<file path="src/rtl/piso_pkg.sv">
package piso_pkg;

  typedef enum logic [1:0] {
    MODE_HOLD  = 2'd0,
    MODE_LOAD  = 2'd1,
    MODE_SHIFT = 2'd2
  } piso_mode_e;

  localparam int unsigned PISO_DEF_WIDTH = 8;
  localparam int unsigned PISO_DEF_SYNC  = 2;

endpackage

</file>
<file path="src/rtl/piso_rst_sync.sv">
module piso_rst_sync #(
  parameter int unsigned STAGES = 2
) (
  input  logic clk,
  input  logic rst_n,
  output logic rst_sync_n
);
  logic [STAGES-1:0] pipe_q;
  logic [STAGES-1:0] pipe_d;

  always_comb begin
    pipe_d = {pipe_q[STAGES-2:0], 1'b1};
  end

  always_ff @(posedge clk or negedge rst_n) begin
    if (!rst_n) begin
      pipe_q <= '0;
    end else begin
      pipe_q <= pipe_d;
    end
  end

  assign rst_sync_n = pipe_q[STAGES-1];
endmodule

</file>
<file path="src/rtl/piso_sync.sv">
module piso_sync #(
  parameter int unsigned WIDTH  = 4,
  parameter int unsigned STAGES = 2
) (
  input  logic             clk,
  input  logic [WIDTH-1:0] d,
  output logic [WIDTH-1:0] q
);
  logic [WIDTH-1:0] pipe_q [STAGES];

  // Synchroniser flops carry no reset so they flush pin levels during reset.
  always_ff @(posedge clk) begin
    pipe_q[0] <= d;
  end

  for (genvar g = 1; g < STAGES; g++) begin : g_sync
    always_ff @(posedge clk) begin
      pipe_q[g] <= pipe_q[g-1];
    end
  end

  assign q = pipe_q[STAGES-1];
endmodule

</file>
<file path="src/rtl/piso_edge.sv">
module piso_edge (
  input  logic clk,
  input  logic rst_n,
  input  logic clk_a_s,
  input  logic clk_b_s,
  output logic rise
);
  logic or_now;
  logic hist_q;

  assign or_now = clk_a_s | clk_b_s;

  // History follows the OR even in reset, so release never sees a false edge.
  always_ff @(posedge clk) begin
    hist_q <= or_now;
  end

  assign rise = or_now & ~hist_q;


  held_high_block_chk: assert property (@(posedge clk) disable iff (!rst_n)
    (($past(clk_a_s) && clk_a_s) || ($past(clk_b_s) && clk_b_s)) |-> !rise);


  inhibit_edge_shift_chk: assert property (@(posedge clk) disable iff (!rst_n)
    (!$past(clk_a_s) && !$past(clk_b_s) && (clk_a_s || clk_b_s)) |-> rise);
endmodule

</file>
<file path="src/rtl/piso_stages.sv">
module piso_stages
  import piso_pkg::*;
#(
  parameter int unsigned WIDTH = 8
) (
  input  logic             clk,
  input  logic             rst_n,
  input  logic             load_n_s,
  input  logic             rise,
  input  logic             ser_s,
  input  logic [WIDTH-1:0] par_in,
  output logic [WIDTH-1:0] stages
);
  piso_mode_e       mode;
  logic [WIDTH-1:0] stages_d;
  logic [WIDTH-1:0] stages_q;
  logic             stages_en;

  always_comb begin
    if (!load_n_s) begin
      mode = MODE_LOAD;
    end else if (rise) begin
      mode = MODE_SHIFT;
    end else begin
      mode = MODE_HOLD;
    end
  end

  always_comb begin
    stages_d = stages_q;
    case (mode)
      MODE_LOAD:  stages_d = par_in;
      MODE_SHIFT: stages_d = {stages_q[WIDTH-2:0], ser_s};
      default:    stages_d = stages_q;
    endcase
  end

  assign stages_en = (mode != MODE_HOLD);

  always_ff @(posedge clk or negedge rst_n) begin
    if (!rst_n) begin
      stages_q <= '0;
    end else if (stages_en) begin
      stages_q <= stages_d;
    end
  end

  assign stages = stages_q;


  reset_clear_chk: assert property (@(posedge clk) disable iff (!rst_n)
    $rose(rst_n) |-> (stages_q == '0));


  load_follow_chk: assert property (@(posedge clk) disable iff (!rst_n)
    !load_n_s |=> (stages_q == $past(par_in)));


  load_wins_chk: assert property (@(posedge clk) disable iff (!rst_n)
    (!load_n_s && rise) |=> (stages_q == $past(par_in)));


  shift_move_chk: assert property (@(posedge clk) disable iff (!rst_n)
    (load_n_s && rise) |=>
      (stages_q == {$past(stages_q[WIDTH-2:0]), $past(ser_s)}));


  hold_still_chk: assert property (@(posedge clk) disable iff (!rst_n)
    (load_n_s && !rise) |=> $stable(stages_q));
endmodule

</file>
<file path="src/rtl/piso_shift_reg.sv">
module piso_shift_reg
  import piso_pkg::*;
#(
  parameter int unsigned WIDTH       = PISO_DEF_WIDTH,
  parameter int unsigned SYNC_STAGES = PISO_DEF_SYNC
) (
  input  logic             clk,
  input  logic             rst_n,
  input  logic             load_n,
  input  logic             clk_a,
  input  logic             clk_b,
  input  logic             ser_in,
  input  logic [WIDTH-1:0] par_in,
  output logic             q,
  output logic             q_n
);
  localparam int unsigned PIN_W = 4;
  localparam int unsigned IDX_LOAD = 3;
  localparam int unsigned IDX_CA   = 2;
  localparam int unsigned IDX_CB   = 1;
  localparam int unsigned IDX_SER  = 0;

  logic             rst_int_n;
  logic [PIN_W-1:0] pins_s;
  logic             rise;
  logic [WIDTH-1:0] stages;

  piso_rst_sync #(.STAGES(SYNC_STAGES)) i_rst_sync (
    .clk        (clk),
    .rst_n      (rst_n),
    .rst_sync_n (rst_int_n)
  );

  piso_sync #(.WIDTH(PIN_W), .STAGES(SYNC_STAGES)) i_sync (
    .clk (clk),
    .d   ({load_n, clk_a, clk_b, ser_in}),
    .q   (pins_s)
  );

  piso_edge i_edge (
    .clk     (clk),
    .rst_n   (rst_int_n),
    .clk_a_s (pins_s[IDX_CA]),
    .clk_b_s (pins_s[IDX_CB]),
    .rise    (rise)
  );

  piso_stages #(.WIDTH(WIDTH)) i_stages (
    .clk      (clk),
    .rst_n    (rst_int_n),
    .load_n_s (pins_s[IDX_LOAD]),
    .rise     (rise),
    .ser_s    (pins_s[IDX_SER]),
    .par_in   (par_in),
    .stages   (stages)
  );

  assign q   = stages[WIDTH-1];
  assign q_n = ~stages[WIDTH-1];
endmodule

</file>
<file path="config.mk">
export PLATFORM = sky130hd
export DESIGN_NAME = piso_shift_reg
export DESIGN_NICKNAME = d
export VERILOG_FILES = /design/src/rtl/piso_pkg.sv /design/src/rtl/piso_rst_sync.sv /design/src/rtl/piso_sync.sv /design/src/rtl/piso_edge.sv /design/src/rtl/piso_stages.sv /design/src/rtl/piso_shift_reg.sv
export SDC_FILE = /design/constraint.sdc
export NUM_CORES = 1
export LEC_CHECK = 0
export CAP_MARGIN = 20
export CORE_ASPECT_RATIO = 1.25
export CORE_UTILIZATION = 30
export CTS_CLUSTER_DIAMETER = 150
export CTS_CLUSTER_SIZE = 25
export DETAILED_ROUTE_END_ITERATION = 8
export HOLD_SLACK_MARGIN = 0.12
export SYNTH_ARGS = -nofsm -noshare
export SYNTH_HDL_FRONTEND = slang
export SYNTH_SLANG_ARGS = --single-unit
</file>
<file path="constraint.sdc">
create_clock -name clk -period 0.8 [get_ports clk]
set_input_delay 0.08 -clock clk [delete_from_list [all_inputs] [get_ports clk]]
set_output_delay 0.08 -clock clk [all_outputs]
set_load 0.005 [all_outputs]
</file>
==> results.md <==
• **leakage component of the power** 0.388 nW
• **top achievable clock speed** 1000 MHz
• **detailed-route wire length per cell** 10.7 um
• **synthesized-area fraction occupied by and/or/nand/nor cells** 0.155
• **fraction of final layout cells with drive strength greater than 1** 0.317
• **Internal Pwr Total** 1.37 mW
• **total inserted antenna cells** 0
• **part of the total power dissipated in sequential elements** 0.608
• **global route overflow** 0
• **element type at the critical path end** primary output
• **initial antenna violation count** 0
• **average footprint of a synthesized cell** 10.6 sq um
• **combinational share of power** 0.134
• **Final period util** 1.25
• **dominant combinational cell family by area after synthesis** simple AND/OR/NAND/NOR gates
• **top-level I/O count** 16
• **CP Max Fanout** 2
• **HPWL after detailed placement** 712 um
• **number of clock buffers inserted by TritonCTS** 3
• **Cell Area, Synth** 623 sq um
• **setup ws final** -0.199 ns
• **sequential standard cell area** 439 sq um
• **row cnt** 18
• **number of DRC violations after detailed-routing iteration 0** 3
• **final count of pins violating max slew** 0
• **maximum root-to-sink buffer count** 2
• **synth unique cells** 13
• **Layout fillers** 201
• **Vias per Instance** 4.67
• **vias after detailed routing** 476
• **type of the worst setup path** reg -> out
• **adder and majority cell fraction of the synthesized area** 0
• **result of the run** finished with violations
• **area growth from synthesis to layout** 46.6%
• **latest clock arrival within the worst-skew pair** 0.28 ns
• **total of flip-flops plus latches after synthesis** 19
• **Power Density** 1940 mW/mm^2
• **share of cell area taken by muxes after synthesis** 0
• **initial cell density of the core** 0.318
• **via count of the first global-routing pass** 463
• **final-layout setup total negative slack** -1.27 ns
• **drt total wl** 1090 um
• **nets** 97
• **reported max-cap violation count** 0
• **chip width** 42.8 um
• **pin count of the biggest net entering global routing** 11
• **clock network power share** 0.258
• **hold violation total from the final report** 0
• **die span in y** 53.0 um
• **die footprint** 0.00226 sq mm
• **synthesized netlist cell count** 59
• **portion of the post-synthesis area used by sequential elements** 0.691
• **area inside the core boundary** 0.00196 sq mm
• **failing checks** setup timing
• **Sink Count** 19
• **number of setup violations in the final report** 10
• **worst clock skew** 0.00268 ns
• **CTS tree** yes
• **CTS H-Tree Depth** 1
• **CTS root buffer** clkbuf_4
• **Synth warnings** 0
• **Data required, critical path** 0.72 ns
• **Hold WC Path Type** reg -> async
• **worst path arrival time** 0.92 ns
• **net switching fraction of the power** 0.228
• **final critical delay including setup and external delays** 0.999 ns
• **number of remaining DRC errors** 0
• **area of the multi-input gates** 213 sq um
• **net count after synthesis** 73
• **number of iterations in the first detailed-routing pass** 4
• **post-route antenna net violation count** 0
• **net switching power** 0.404 mW
• **clock transition at the registers of the reported paths** 0.10 ns
• **Peak supply drop** 0.00118 V
• **final estimated routing congestion in global placement** 0.675
• **area share of xor/xnor cells in the synthesized design** 0
• **element type at the critical path start** register
• **setup repair after global routing missed its margin** true
• **Total GRT Usage** 0.117
• **first-pass GRT wire length** 1920 um
• **count of buffers from port buffering** 15
• **complex-gate fraction of the synthesized area** 0.114
• **Worst Hold Margin** 0.140 ns
==> metrics by stage <==
| step | total power, mW | utilization | setup WS (ns) | cell area [sq um] | cells |
|---|---|---|---|---|---|
| CTS | 1.78 | 0.460 | -0.215 | 901 | 102 |
| floorplan | 1.17 | - | -0.0557 | 627 | 59 |
| global placement | 1.28 | 0.414 | -0.185 | 811 | 95 |
| global route | 1.87 | 0.466 | -0.243 | 913 | 102 |
| detailed placement | 1.28 | 0.414 | -0.201 | 811 | 95 |
| finish | 1.77 | 0.466 | -0.199 | 913 | 102 |
==> cell usage after synthesis (all sizes together) <==
library cell	count	area share
clkbuf	1	0.0080
conb	1	0.0060
nor2	8	0.048
buf	2	0.020
dfrtp	10	0.40
nand2	16	0.096
or2	1	0.010
o21bai	1	0.018
a31oi	8	0.080
o21ba	1	0.016
inv	1	0.0060
dfxtp	9	0.29
==> final timing paths <==
path | startpoint | to | slack (ns) | cells after the start
max | i_stages.stages[7]$_DFFE_PN0P_ | q_n | -0.20 | 3
min | i_rst_sync.pipe_q[1]$_DFF_PN0_ | i_stages.stages[5]$_DFFE_PN0P_ | 0.14 | 0
max reg2reg | i_sync.pipe_q[0][5]$_DFF_P_ | i_stages.stages[1]$_DFFE_PN0P_ | -0.15 | 4
min reg2reg | i_rst_sync.pipe_q[1]$_DFF_PN0_ | i_stages.stages[5]$_DFFE_PN0P_ | 0.14 | 0
max in group asynchronous | rst_n | i_rst_sync.pipe_q[1]$_DFF_PN0_ | 0.20 | 2
min in group clk | load_n | i_sync.pipe_q[0][3]$_DFF_P_ | 0.22 | 1
==> power groups by stage <==
stage,Sequential (mW),Combinational [mW],Clock (mW)
final,1.08,0.237,0.456
after floorplan,1.08,0.0903,0
after global routing,1.09,0.263,0.521
after CTS,1.07,0.228,0.482
after detailed placement,1.09,0.193,0
after global placement,1.09,0.190,0
==> cells in the final DEF (no fill, tap or decap) <==
cell type         n
buf_2             2
conb_1            1
nor2_1            8
or2_1             1
dfxtp_2           1
dfxtp_4           2
dfxtp_1           6
inv_2             1
buf_4             3
dfrtp_1          10
a31oi_1           8
nand2_2           8
o21bai_4          1
clkdlybuf4s50_1  13
nand2_4           1
nand2_1           7
clkbuf_1          1
clkbuf_4          3
buf_6             3
dlygate4sd3_1     1
o21ba_4           1
==> flip-flops by register name (all words and copies together) (netlist names) <==
name,count
i_edge.hist_q,1
i_rst_sync.pipe_q,2
i_stages.stages,8
i_sync.pipe_q,8
==> cells by family (layout without fill, tap and decap cells) <==
group | Yosys count | after routing
AND/OR/NAND/NOR | 25 | 25
flip-flops | 19 | 19
AO/OA/AOI/OAI | 10 | 10
buffers and inverters | 4 | 27
other | 1 | 1
==> area by class of cell <==
class	count	share of cell area
sequential	19	0.481
multi-input combinational	36	0.233
timing repair buffer	22	0.226
clock buffer	4	0.0288
tap	20	0.0274
inverter	1	0.00411
==> timing repair <==
item	CTS	global route
resized for setup	26	4
pin swaps	10	7
setup buffers	2	0
hold buffers	1	0
setup endpoints to repair	10	10
hold endpoints to repair	2	0
==> routing by layer <==
layer  part of all wire  vias to the layer above  GRT usage
met5                  0                        -          0
met4             0.0055                        0     0.0625
met3              0.068                        2     0.0375
met2               0.53                       17      0.207
met1               0.40                      220      0.122
li1                   -                      237          -
==> critical path: stages, from the launching register on <==
cell and delay, ns:
dfrtp_1 0.39, buf_6 0.12, inv_2 0.03, buf_2 0.09
Note: power is estimated with default switching activity, not from simulation.
